[src/rtl/i2ct_pkg.sv]
package i2ct_pkg;

  localparam int unsigned BYTE_W    = 8;
  localparam int unsigned SHORT_W   = 7;
  localparam int unsigned LONG_HI_W = 2;
  localparam int unsigned CNT_W     = 4;
  localparam int unsigned NEV       = 3;

  // event flag positions in the status word
  localparam int unsigned EV_RX   = 0;
  localparam int unsigned EV_TX   = 1;
  localparam int unsigned EV_STOP = 2;

  // control word bit positions
  localparam int unsigned CB_MODE    = 0;
  localparam int unsigned CB_STRETCH = 6;
  localparam int unsigned CB_NACK    = 7;
  localparam int unsigned CB_STOP_IE = 8;
  localparam int unsigned CB_RX_IE   = 9;
  localparam int unsigned CB_TX_IE   = 10;

  localparam logic [15:0] CTRL_MASK = 16'h07C1;
  localparam logic [15:0] SELF_MASK = 16'h037F;

  // register offsets
  localparam int unsigned OFS_CTRL = 0;
  localparam int unsigned OFS_SELF = 1;
  localparam int unsigned OFS_LOWB = 2;
  localparam int unsigned OFS_STAT = 3;
  localparam int unsigned OFS_TXB  = 4;
  localparam int unsigned OFS_RXB  = 5;

  typedef enum logic [2:0] {
    LS_IDLE, LS_ADDR1, LS_ADDR2, LS_RX, LS_ACK, LS_TX, LS_TXACK, LS_WAIT
  } link_st_t;

  // 7-bit address compare on a received header byte
  function automatic logic short_hit(input logic [BYTE_W-1:0] b,
                                     input logic [SHORT_W-1:0] a);
    return b[BYTE_W-1:1] == a;
  endfunction

  // 10-bit header prefix compare (direction bit ignored)
  function automatic logic long_hdr_hit(input logic [BYTE_W-1:0] b,
                                        input logic [LONG_HI_W-1:0] hi);
    return (b[7:3] == 5'b11110) && (b[2:1] == hi);
  endfunction

endpackage

[src/rtl/i2ct_sync.sv]
module i2ct_sync #(
  parameter int unsigned W      = 2,
  parameter int unsigned STAGES = 2
) (
  input  logic         clk,
  input  logic         rst_n,
  input  logic [W-1:0] d,
  output logic [W-1:0] q
);
  localparam int unsigned LAST = STAGES - 1;

  logic [STAGES-1:0][W-1:0] stg;

  always_ff @(posedge clk or negedge rst_n) begin
    if (!rst_n) stg <= '1;
    else        stg <= {stg[STAGES-2:0], d};
  end

  assign q = stg[LAST];
endmodule

[src/rtl/i2ct_bus_events.sv]
module i2ct_bus_events (
  input  logic clk,
  input  logic rst_n,
  input  logic scl_s,
  input  logic sda_s,
  output logic scl_rise,
  output logic scl_fall,
  output logic start_ev,
  output logic stop_ev
);
  logic scl_d, sda_d;

  always_ff @(posedge clk or negedge rst_n) begin
    if (!rst_n) begin
      scl_d <= 1'b1;
      sda_d <= 1'b1;
    end else begin
      scl_d <= scl_s;
      sda_d <= sda_s;
    end
  end

  assign scl_rise = ~scl_d & scl_s;
  assign scl_fall = scl_d & ~scl_s;
  assign start_ev = scl_d & scl_s & sda_d & ~sda_s;
  assign stop_ev  = scl_d & scl_s & ~sda_d & sda_s;
endmodule

[src/rtl/i2ct_regs.sv]
module i2ct_regs
  import i2ct_pkg::*;
#(
  parameter int unsigned RA_W   = 3,
  parameter int unsigned DATA_W = 16
) (
  input  logic                 clk,
  input  logic                 rst_n,
  input  logic                 wr,
  input  logic [RA_W-1:0]      addr,
  input  logic [DATA_W-1:0]    wdata,
  output logic [DATA_W-1:0]    rdata,
  input  logic                 rx_done,
  input  logic                 tx_done,
  input  logic                 stop_ev,
  input  logic                 nack_used,
  input  logic [BYTE_W-1:0]    rx_byte,
  output logic                 ten_mode,
  output logic                 stretch_en,
  output logic                 nack_once,
  output logic                 rx_ie,
  output logic [SHORT_W-1:0]   short_addr,
  output logic [LONG_HI_W-1:0] long_hi,
  output logic [BYTE_W-1:0]    long_lo,
  output logic [BYTE_W-1:0]    tx_byte,
  output logic                 irq
);
  localparam logic [DATA_W-1:0] CMASK = DATA_W'(CTRL_MASK);
  localparam logic [DATA_W-1:0] SMASK = DATA_W'(SELF_MASK);

  logic [DATA_W-1:0] ctrl_q, self_q;
  logic [BYTE_W-1:0] lowb_q, txb_q;
  logic [NEV-1:0]    stat_q, ev_set, ie_vec;
  logic              wr_ctrl, wr_self, wr_lowb, wr_stat, wr_txb;

  assign wr_ctrl = wr && (addr == RA_W'(OFS_CTRL));
  assign wr_self = wr && (addr == RA_W'(OFS_SELF));
  assign wr_lowb = wr && (addr == RA_W'(OFS_LOWB));
  assign wr_stat = wr && (addr == RA_W'(OFS_STAT));
  assign wr_txb  = wr && (addr == RA_W'(OFS_TXB));

  always_ff @(posedge clk or negedge rst_n) begin
    if (!rst_n) begin
      ctrl_q <= '0;
    end else if (wr_ctrl) begin
      ctrl_q <= wdata & CMASK;
    end else if (nack_used) begin
      ctrl_q[CB_NACK] <= 1'b0;
    end
  end

  always_ff @(posedge clk or negedge rst_n) begin
    if (!rst_n) begin
      self_q <= '0;
      lowb_q <= '0;
      txb_q  <= '0;
    end else begin
      if (wr_self) self_q <= wdata & SMASK;
      if (wr_lowb) lowb_q <= wdata[BYTE_W-1:0];
      if (wr_txb)  txb_q  <= wdata[BYTE_W-1:0];
    end
  end

  assign ev_set[EV_RX]   = rx_done;
  assign ev_set[EV_TX]   = tx_done;
  assign ev_set[EV_STOP] = stop_ev;

  assign ie_vec[EV_RX]   = ctrl_q[CB_RX_IE];
  assign ie_vec[EV_TX]   = ctrl_q[CB_TX_IE];
  assign ie_vec[EV_STOP] = ctrl_q[CB_STOP_IE];

  // one sticky flag per event; a new event wins over a clear
  for (genvar g = 0; g < NEV; g++) begin : g_flag
    always_ff @(posedge clk or negedge rst_n) begin
      if (!rst_n)                    stat_q[g] <= 1'b0;
      else if (ev_set[g])            stat_q[g] <= 1'b1;
      else if (wr_stat && wdata[g])  stat_q[g] <= 1'b0;
    end
  end

  assign irq = |(stat_q & ie_vec);

  always_comb begin
    rdata = '0;
    case (addr)
      RA_W'(OFS_CTRL): rdata = ctrl_q;
      RA_W'(OFS_SELF): rdata = self_q;
      RA_W'(OFS_LOWB): rdata = DATA_W'(lowb_q);
      RA_W'(OFS_STAT): rdata = DATA_W'(stat_q);
      RA_W'(OFS_TXB):  rdata = DATA_W'(txb_q);
      RA_W'(OFS_RXB):  rdata = DATA_W'(rx_byte);
      default:         rdata = '0;
    endcase
  end

  assign ten_mode   = ctrl_q[CB_MODE];
  assign stretch_en = ctrl_q[CB_STRETCH];
  assign nack_once  = ctrl_q[CB_NACK];
  assign rx_ie      = ctrl_q[CB_RX_IE];
  assign short_addr = self_q[SHORT_W-1:0];
  assign long_hi    = self_q[8 +: LONG_HI_W];
  assign long_lo    = lowb_q;
  assign tx_byte    = txb_q;
endmodule

[src/rtl/i2ct_link.sv]
module i2ct_link
  import i2ct_pkg::*;
(
  input  logic                 clk,
  input  logic                 rst_n,
  input  logic                 scl_rise,
  input  logic                 scl_fall,
  input  logic                 start_ev,
  input  logic                 stop_ev,
  input  logic                 sda_s,
  input  logic                 ten_mode,
  input  logic                 nack_once,
  input  logic [SHORT_W-1:0]   short_addr,
  input  logic [LONG_HI_W-1:0] long_hi,
  input  logic [BYTE_W-1:0]    long_lo,
  input  logic [BYTE_W-1:0]    tx_byte,
  output logic                 sda_drive,
  output logic                 rx_done,
  output logic [BYTE_W-1:0]    rx_byte,
  output logic                 tx_done,
  output logic                 nack_used
);
  localparam logic [CNT_W-1:0] LAST_BIT = CNT_W'(BYTE_W - 1);
  localparam logic [CNT_W-1:0] ALL_BITS = CNT_W'(BYTE_W);

  link_st_t          st, after;
  logic [CNT_W-1:0]  bitcnt;
  logic [BYTE_W-1:0] shreg, rx_next;
  logic              ack_val, ack_on, mack, long_hit;
  logic              want_ack, give_ack;
  link_st_t          next_st;

  assign rx_next  = {shreg[BYTE_W-2:0], sda_s};
  assign give_ack = want_ack & ~nack_once;

  // acknowledge decision for the byte completing at this rising edge
  always_comb begin
    want_ack = 1'b0;
    next_st  = LS_WAIT;
    case (st)
      LS_ADDR1: begin
        if (!ten_mode) begin
          want_ack = short_hit(rx_next, short_addr);
          next_st  = rx_next[0] ? LS_TX : LS_RX;
        end else if (long_hdr_hit(rx_next, long_hi)) begin
          want_ack = rx_next[0] ? long_hit : 1'b1;
          next_st  = rx_next[0] ? LS_TX : LS_ADDR2;
        end
      end
      LS_ADDR2: begin
        want_ack = (rx_next == long_lo);
        next_st  = LS_RX;
      end
      LS_RX: begin
        want_ack = 1'b1;
        next_st  = LS_RX;
      end
      default: ;
    endcase
  end

  always_ff @(posedge clk or negedge rst_n) begin
    if (!rst_n) begin
      st        <= LS_IDLE;
      after     <= LS_IDLE;
      bitcnt    <= '0;
      shreg     <= '0;
      sda_drive <= 1'b0;
      ack_val   <= 1'b0;
      ack_on    <= 1'b0;
      mack      <= 1'b0;
      long_hit  <= 1'b0;
      rx_byte   <= '0;
      rx_done   <= 1'b0;
      tx_done   <= 1'b0;
      nack_used <= 1'b0;
    end else begin
      rx_done   <= 1'b0;
      tx_done   <= 1'b0;
      nack_used <= 1'b0;
      if (stop_ev) begin
        st        <= LS_IDLE;
        sda_drive <= 1'b0;
        long_hit  <= 1'b0;
      end else if (start_ev) begin
        st        <= LS_ADDR1;
        bitcnt    <= '0;
        sda_drive <= 1'b0;
      end else begin
        case (st)
          LS_ADDR1, LS_ADDR2, LS_RX: begin
            if (scl_rise) begin
              shreg  <= rx_next;
              bitcnt <= bitcnt + 1'b1;
              if (bitcnt == LAST_BIT) begin
                st        <= LS_ACK;
                ack_on    <= 1'b0;
                ack_val   <= give_ack;
                after     <= give_ack ? next_st : LS_WAIT;
                nack_used <= want_ack & nack_once;
                if (st == LS_ADDR2 && give_ack) long_hit <= 1'b1;
                if (st == LS_RX) begin
                  rx_byte <= rx_next;
                  rx_done <= 1'b1;
                end
              end
            end
          end
          LS_ACK: begin
            if (scl_fall) begin
              if (!ack_on) begin
                ack_on    <= 1'b1;
                sda_drive <= ack_val;
              end else begin
                st     <= after;
                bitcnt <= '0;
                if (after == LS_TX) begin
                  sda_drive <= ~tx_byte[BYTE_W-1];
                  shreg     <= {tx_byte[BYTE_W-2:0], 1'b0};
                end else begin
                  sda_drive <= 1'b0;
                end
              end
            end
          end
          LS_TX: begin
            if (scl_rise) begin
              bitcnt <= bitcnt + 1'b1;
            end else if (scl_fall) begin
              if (bitcnt == ALL_BITS) begin
                st        <= LS_TXACK;
                sda_drive <= 1'b0;
              end else begin
                sda_drive <= ~shreg[BYTE_W-1];
                shreg     <= {shreg[BYTE_W-2:0], 1'b0};
              end
            end
          end
          LS_TXACK: begin
            if (scl_rise) begin
              mack    <= ~sda_s;
              tx_done <= 1'b1;
            end else if (scl_fall) begin
              bitcnt <= '0;
              if (mack) begin
                st        <= LS_TX;
                sda_drive <= ~tx_byte[BYTE_W-1];
                shreg     <= {tx_byte[BYTE_W-2:0], 1'b0};
              end else begin
                st        <= LS_WAIT;
                sda_drive <= 1'b0;
              end
            end
          end
          default: ;
        endcase
      end
    end
  end
endmodule

[src/rtl/i2ct_target.sv]
module i2ct_target
  import i2ct_pkg::*;
#(
  parameter int unsigned SYNC_STAGES = 2,
  parameter int unsigned RA_W        = 3,
  parameter int unsigned DATA_W      = 16
) (
  input  logic              clk,
  input  logic              rst_n,
  input  logic              scl_i,
  input  logic              sda_i,
  output logic              scl_oe,
  output logic              sda_oe,
  input  logic              reg_wr,
  input  logic [RA_W-1:0]   reg_addr,
  input  logic [DATA_W-1:0] reg_wdata,
  output logic [DATA_W-1:0] reg_rdata,
  output logic              irq
);
  logic                 scl_s, sda_s;
  logic                 scl_rise, scl_fall, start_ev, stop_ev;
  logic                 ten_mode, stretch_en, nack_once, rx_ie;
  logic [SHORT_W-1:0]   short_addr;
  logic [LONG_HI_W-1:0] long_hi;
  logic [BYTE_W-1:0]    long_lo, tx_byte, rx_byte;
  logic                 sda_drive, rx_done, tx_done, nack_used;
  logic                 hold_q;

  i2ct_sync #(.W(2), .STAGES(SYNC_STAGES)) u_sync (
    .clk(clk), .rst_n(rst_n), .d({scl_i, sda_i}), .q({scl_s, sda_s})
  );

  i2ct_bus_events u_ev (
    .clk(clk), .rst_n(rst_n), .scl_s(scl_s), .sda_s(sda_s),
    .scl_rise(scl_rise), .scl_fall(scl_fall),
    .start_ev(start_ev), .stop_ev(stop_ev)
  );

  i2ct_regs #(.RA_W(RA_W), .DATA_W(DATA_W)) u_regs (
    .clk(clk), .rst_n(rst_n), .wr(reg_wr), .addr(reg_addr),
    .wdata(reg_wdata), .rdata(reg_rdata),
    .rx_done(rx_done), .tx_done(tx_done), .stop_ev(stop_ev),
    .nack_used(nack_used), .rx_byte(rx_byte),
    .ten_mode(ten_mode), .stretch_en(stretch_en), .nack_once(nack_once),
    .rx_ie(rx_ie), .short_addr(short_addr), .long_hi(long_hi),
    .long_lo(long_lo), .tx_byte(tx_byte), .irq(irq)
  );

  i2ct_link u_link (
    .clk(clk), .rst_n(rst_n), .scl_rise(scl_rise), .scl_fall(scl_fall),
    .start_ev(start_ev), .stop_ev(stop_ev), .sda_s(sda_s),
    .ten_mode(ten_mode), .nack_once(nack_once), .short_addr(short_addr),
    .long_hi(long_hi), .long_lo(long_lo), .tx_byte(tx_byte),
    .sda_drive(sda_drive), .rx_done(rx_done), .rx_byte(rx_byte),
    .tx_done(tx_done), .nack_used(nack_used)
  );

  // stretch: grab SCL as soon as it is seen low, keep it until disabled
  always_ff @(posedge clk or negedge rst_n) begin
    if (!rst_n) hold_q <= 1'b0;
    else        hold_q <= stretch_en & (hold_q | ~scl_s);
  end

  assign scl_oe = hold_q;
  assign sda_oe = sda_drive;
endmodule

[config.mk]
export PLATFORM = sky130hd
export DESIGN_NAME = i2ct_target
export DESIGN_NICKNAME = d
export VERILOG_FILES = /design/src/rtl/i2ct_pkg.sv /design/src/rtl/i2ct_sync.sv /design/src/rtl/i2ct_bus_events.sv /design/src/rtl/i2ct_regs.sv /design/src/rtl/i2ct_link.sv /design/src/rtl/i2ct_target.sv
export SDC_FILE = /design/constraint.sdc
export NUM_CORES = 1
export LEC_CHECK = 0
export CAP_MARGIN = 20
export CORE_MARGIN = 1.5
export CORE_UTILIZATION = 65
export CTS_CLUSTER_SIZE = 30
export DETAILED_ROUTE_END_ITERATION = 10
export DONT_BUFFER_PORTS = 1
export GPL_ROUTABILITY_DRIVEN = 0
export PLACE_DENSITY_LB_ADDON = 0.2
export SETUP_SLACK_MARGIN = 0.5
export SYNTH_ARGS = -nofsm -noshare
export SYNTH_HDL_FRONTEND = slang
export SYNTH_SLANG_ARGS = --single-unit
[constraint.sdc]
create_clock -name clk -period 6.7 [get_ports clk]
set_clock_uncertainty 0.15 [all_clocks]
set_input_delay 2.01 -clock clk [delete_from_list [all_inputs] [get_ports clk]]
set_output_delay 2.01 -clock clk [all_outputs]
set_load 0.005 [all_outputs]
After elaboration in Yosys (flattened, before gate mapping):

Index checks and enable logic that the tools add are counted.

* word-level logic and storage cells: 216
* input bits: 24
* bits in registers: 75
* output and inout bits: 19

* add/sub/neg operators: 1
* equality and inequality tests: 44
* bitwise gates (word level): 21
* multiplexer cells: 87
* reductions and logical operators: 37

Operators with widths (count)
* two-way mux 8 bit: 10
* one-hot mux 11 bit (6 select lines): 1
* two-way mux 3 bit: 16
* two-way mux 1 bit: 46
* one-hot mux 8 bit (4 select lines): 1
* two-way mux 4 bit: 6
* inequality test 4 bit, second input constant: 6
* equality test 3 bit, second input constant: 6
* AND reduction 6 bit: 3
* nonzero test 2 bit: 9
* inequality test 2 bit, second input constant: 7
* AND reduction 13 bit: 1
* equality test 3 x 2 -> 1 bit, second input constant: 4
* inequality test 4 x 3 -> 1 bit, second input constant: 3
* one-hot mux 3 bit (4 select lines): 1
* one-hot mux 4 bit (3 select lines): 1
* bitwise AND 1 bit: 10
* logical AND 1 bit: 10
* inequality test 2 x 1 -> 1 bit, second input constant: 5
* AND reduction 10 bit: 1
* AND reduction 5 bit: 2
* inequality test 3 bit, second input constant: 3
* NOT 1 bit: 9
* equality test 8 bit: 1
* 24 further kinds: 28

Longest topological paths before layout:

* word-level depth: 13
* gate-level depth with buffers: 8
* depth with buffers taken out: 8

Hierarchy:

A second synthesis with hierarchy kept.

* cells, all modules: 376
* area, all modules: 4120.2 um^2

Modules (own cells, without submodules)
* i2ct_link: times used 1, seq. area each 850.8 um^2, area each 2069.5 um^2, cells an instance 216
* i2ct_regs: times used 1, seq. area each 850.8 um^2, area each 1809.2 um^2, cells an instance 145
* i2ct_sync: times used 1, seq. area each 105.1 um^2, area each 120.1 um^2, cells an instance 6
* i2ct_bus_events: times used 1, seq. area each 52.6 um^2, area each 85.1 um^2, cells an instance 6
* i2ct_target: times used 1, seq. area each 25.0 um^2, area each 36.3 um^2, cells an instance 3

Worst setup path after synthesis:

Ideal clock, no wire load.

* path type: input port to output port
* start point: input port reg_addr[2]
* end point: output port reg_rdata[2]
* arrival time: 3013 ps
* path slack: 1527 ps
* stages: 6
* cell sequence: clkbuf_1 -> buf_1 -> mux2i_1 -> nor2_1 -> a21oi_1 -> a21oi_1

* word-level cells in the longest chain between the ends: 2

RTL lines
* start: declaration: line i2ct_target.sv:15 `input logic [RA_W-1:0] reg_addr,`
* equality test 3 bit (tied with other cells): line i2ct_regs.sv:85 `case (addr)`
* one-hot mux 11 bit (6 select lines) *: line i2ct_regs.sv:85
* end: declaration: line i2ct_target.sv:17 `output logic [DATA_W-1:0] reg_rdata,`

Mark *: on every way between the ends. The rest lies on a longest branch, timed or not.

Final worst setup path:

* start point: input port reg_addr[1]
* end point: output port reg_rdata[3]

The elaborated chain is that of the path after synthesis.

==> summary.txt <==
PLACEMENT
-----------------------------------------------------------------------------------------------------------------
IO Port Bufs                                                                                                    0
Cell Area, Placed                                                                                       3943 um^2
Dpl hpwl                                                                                                 6.120 mm

DETAILED ROUTING
-----------------------------------------------------------------------------------------------------------------
Count of antenna-violating nets left after detailed routing                                                     0
Routed via count                                                                                             2957
Detailed-route wire length per cell                                                                      19.99 um
Via density                                                                                                 6.499
DRC marker count from the first detailed-route iteration                                                      315
Remaining DRCs                                                                                                  0
Routed wire length                                                                                       9.094 mm
Pre-Repair DR Iteration Count                                                                                   5

SETUP PATH
-----------------------------------------------------------------------------------------------------------------
Worst-path fanout max                                                                                          20
Type of element capturing the critical path                                                          primary output
Start-to-end type of the worst setup path                                                            input pin to primary output
Crit path launch type                                                                                   input pin
Slowest-stage cell, CP                                                                               sky130_fd_sc_hd__nor2b_1
CP dominant cell by count                                                                            sky130_fd_sc_hd__nor2b_1
Worst-path cell chain                                                                                nor2b_1 -> nor2b_1 -> nand2_1 -> o21ai_0
Critical path data required time                                                                          4.54 ns
Largest stage delay on the critical path                                                                  0.46 ns
Data arrival, critical path                                                                               2.98 ns

SYNTH
-----------------------------------------------------------------------------------------------------------------
Number of instances in the synthesized netlist                                                                381
Simple-gate area share of the yosys netlist                                                                15.88%
Warning count from the yosys run                                                                                0
Share of synthesized area occupied by flip-flops and latches                                               47.92%
Multiplexer share of the synthesized area                                                                  15.81%
Post-synth design cell area                                                                             3933 um^2
Compound-gate portion of the synthesized area                                                              11.17%
Most frequently used flop master after synthesis                                                     sky130_fd_sc_hd__dfrtp_1
Flip-flop and latch count after synthesis                                                                      75
Fraction of registers with async set/reset                                                                 100.0%
Arithmetic-cell share of the synthesized area counting full adders, half adders and majority gates        0.6363%
Post-synth EDFFs                                                                                                0
Xor/xnor share of the synthesized area                                                                     4.454%
Mean instance size in the synthesized netlist                                                          10.32 um^2
Number of different library cells in the post-synthesis netlist                                                57
Main combinational cell family by area after synthesis                                               simple AND/OR/NAND/NOR gates

TIMING
-----------------------------------------------------------------------------------------------------------------
Hold Fails Final Rpt                                                                                            0
Minimum clock period after layout                                                                        5.137 ns
Setup total negative slack                                                                                   0 ns
Worst hold margin                                                                                       0.2086 ns
RSZ-0062 raised after global routing                                                                           no
Relative max-transition margin                                                                             36.78%
Share of the clock period used by the worst path                                                           76.67%
Actual slew at the worst max-slew pin                                                                   0.9448 ns
Final setup viols                                                                                               0
F_max                                                                                                   194.7 MHz
Final Max Tran Viols                                                                                            0

CTS
-----------------------------------------------------------------------------------------------------------------
# resized after CTS                                                                                             0
Hold buffers post-CTS                                                                                           0
Setup Fix Bufs, Post-CTS                                                                                        0
Buffer levels on the longest clock path                                                                         2
H-Tree Level Count                                                                                              3
Master cell of the clock root buffer                                                                 sky130_fd_sc_hd__clkbuf_8
Post-CTS clock slew at the launch and capture registers of the worst setup and hold paths                 0.08 ns
Worst-Skew Late Latency                                                                                   0.36 ns
CTS tree                                                                                                      yes
Total clock buffers created by CTS                                                                              9
Clock sink count                                                                                               75

POWER AND IR DROP
-----------------------------------------------------------------------------------------------------------------
Max IR drop VDD                                                                                          179.7 uV
Power per standard cell area                                                                         278.4 nW/um^2
Leakage                                                                                                  1.856 nW

GLOBAL ROUTING
-----------------------------------------------------------------------------------------------------------------
Met3 usage                                                                                                 7.303%
Most heavily used metal layer in global routing                                                              met2
Vias in the first global route                                                                               2818
GR Util All Layers                                                                                         30.65%
Met1 track utilization from global routing                                                                 41.86%
Met2 global-route usage                                                                                    47.39%
Pin count of the biggest net entering global routing                                                           76
Initial antenna violation count                                                                                 0
First-pass GRT wire length                                                                               14.52 mm
Total congestion overflow                                                                                       0

RUN STATUS
-----------------------------------------------------------------------------------------------------------------
Outcome                                                                                              finished clean

FINAL LAYOUT
-----------------------------------------------------------------------------------------------------------------
Layout filler cell count                                                                                      435
Final design area excluding fillers                                                                     4173 um^2
Layout overhead on the synthesized area                                                                    6.109%
Share of final-layout standard cells stronger than drive strength 1                                        19.74%
N_diodes                                                                                                        0
Number of nets at the end of the flow                                                                         402

FLOORPLANNING
-----------------------------------------------------------------------------------------------------------------
Core area                                                                                               5886 um^2
Top-level port count                                                                                           43
Die outline height                                                                                       80.78 um
Die ar.                                                                                                 6525 um^2
Die outline width                                                                                        80.78 um
Count of standard-cell rows                                                                                    28
Initial standard-cell utilization of the core                                                              66.82%

FLOW RUN
-----------------------------------------------------------------------------------------------------------------
Number of maximum-capacitance constraint violations                                                             0

WORST HOLD PATH
-----------------------------------------------------------------------------------------------------------------
Worst hold path class                                                                                register to register

==> cell usage after synthesis (7+ instances only) <==
cell type                  count  area (um^2)
sky130_fd_sc_hd__clkbuf_1     13        48.80
sky130_fd_sc_hd__nor2b_1       8        50.05
sky130_fd_sc_hd__mux2i_1       7        70.07
sky130_fd_sc_hd__nor2_1       22        82.58
sky130_fd_sc_hd__dfrtp_1      69         1727
sky130_fd_sc_hd__nand2_1      50        187.7
sky130_fd_sc_hd__xor2_1       14        122.6
sky130_fd_sc_hd__mux2_2       47        529.3
sky130_fd_sc_hd__a21oi_1      14        70.07
sky130_fd_sc_hd__inv_1        14        52.55
sky130_fd_sc_hd__nand3_1       7        35.03
sky130_fd_sc_hd__o21ai_0      28        140.1
==> worst max-delay path, delay by kind of cell <==
| family | cells | cell delay (ns) |
|---|---|---|
| compound gates | 1 | 0.12 |
| simple gates | 3 | 0.84 |
==> state kept, by name, summed over array words and instances, names as in the netlist, 2 cells and up <==
signal and flops:
u_link.after 3, u_regs.tx_byte 8, u_regs.stat_q 3, u_sync.stg 2, u_regs.long_lo 8, u_regs.self_q 9
u_regs.ctrl_q 6, u_link.st 3, u_link.rx_byte 8, u_sync.q 2, u_link.shreg 8, u_link.bitcnt 4
==> power by group <==
part           internal (mW)  switching (mW)  total, mW
Combinational         0.0947          0.0692      0.164
Sequential             0.512          0.0725      0.585
Clock                  0.245           0.168      0.413
==> per-stage QoR <==
stage / util [%] / setup slack [ns] / instances / power (mW)
2_1_floorplan: - / 1.527 / 385 / 0.7153
3_3_place_gp: 66.99 / 1.669 / 440 / 0.7444
3_5_place_dp: 66.99 / 1.634 / 440 / 0.7529
4_1_cts: 70.90 / 1.595 / 455 / 1.166
5_1_grt: 70.90 / 1.489 / 455 / 1.210
6_report: 70.90 / 1.563 / 455 / 1.161
==> metal layers <==
layer | vias to the layer above | part of all wire, %
met1 | 1481 | 43
met4 | 0 | 2.2
met2 | 133 | 47
li1 | 1318 | -
met3 | 25 | 7.5
met5 | - | 0
==> layout make-up <==
| type | instances | area [um^2] | area share, % |
|---|---|---|---|
| Inverter | 14 | 52.55 | 1.259 |
| Timing Repair Buffer | 1 | 7.507 | 0.1799 |
| Clock inverter | 5 | 102.6 | 2.459 |
| Tap cell | 75 | 93.84 | 2.249 |
| Clock buffer | 10 | 127.6 | 3.058 |
| Multi-Input combinational cell | 275 | 1904 | 45.64 |
| Sequential cell | 75 | 1884 | 45.16 |
==> layout by cell type, fill, tap and decap left out, types with 2 or more instances in the layout <==
| cell | n |
|---|---|
| sky130_fd_sc_hd__a221oi_1 | 3 |
| sky130_fd_sc_hd__bufinv_16 | 3 |
| sky130_fd_sc_hd__conb_1 | 5 |
| sky130_fd_sc_hd__clkbuf_8 | 9 |
| sky130_fd_sc_hd__a21o_1 | 2 |
| sky130_fd_sc_hd__nor4b_1 | 3 |
| sky130_fd_sc_hd__o22ai_1 | 2 |
| sky130_fd_sc_hd__nand2b_1 | 5 |
| sky130_fd_sc_hd__xor2_1 | 14 |
| sky130_fd_sc_hd__o211ai_1 | 3 |
| sky130_fd_sc_hd__nand3_1 | 7 |
| sky130_fd_sc_hd__a21oi_1 | 14 |
| sky130_fd_sc_hd__xnor2_1 | 6 |
| sky130_fd_sc_hd__inv_1 | 14 |
| sky130_fd_sc_hd__ha_1 | 2 |
| sky130_fd_sc_hd__nand4_1 | 2 |
| sky130_fd_sc_hd__and3_1 | 3 |
| sky130_fd_sc_hd__o311ai_0 | 2 |
| sky130_fd_sc_hd__mux2_2 | 47 |
| sky130_fd_sc_hd__dfrtp_1 | 69 |
| sky130_fd_sc_hd__mux2i_1 | 7 |
| sky130_fd_sc_hd__a22oi_1 | 5 |
| sky130_fd_sc_hd__o21ai_0 | 28 |
| sky130_fd_sc_hd__nor4_1 | 2 |
| sky130_fd_sc_hd__or3_1 | 3 |
| sky130_fd_sc_hd__nand2_1 | 50 |
| sky130_fd_sc_hd__nor2b_1 | 8 |
| sky130_fd_sc_hd__dfstp_2 | 6 |
| sky130_fd_sc_hd__nor3_1 | 5 |
| sky130_fd_sc_hd__nor2_1 | 22 |
| sky130_fd_sc_hd__nor3_2 | 2 |
==> kinds of logic after synthesis <==
logic type,count (synthesis)
muxes,55
other,1
xor gates and xnor gates,20
DFF,75
buffers and inverters,35
AOI/OAI and AO/OA,70
and+or+nand+nor,123
adders and majority gates,2
==> path summary, 6_finish.rpt <==
kind | from | end | slack, ns | cells past startpoint
max | reg_addr[1] | reg_rdata[3] | 1.56 | 4
min | u_sync.stg[0]$_DFF_PN1_ | u_sync.q[0]$_DFF_PN1_ | 0.21 | 0
max reg2reg | u_sync.q[1]$_DFF_PN1_ | u_link.after[2]$_DFFE_PN0P_ | 4.08 | 5
min reg2reg | u_sync.stg[0]$_DFF_PN1_ | u_sync.q[0]$_DFF_PN1_ | 0.21 | 0
max in group asynchronous | rst_n | u_ev.sda_d$_DFF_PN1_ | 5.01 | 0
min in group asynchronous | rst_n | u_regs.ctrl_q[9]$_DFFE_PN0P_ | 1.19 | 0
(Power assumes the default switching activity.)
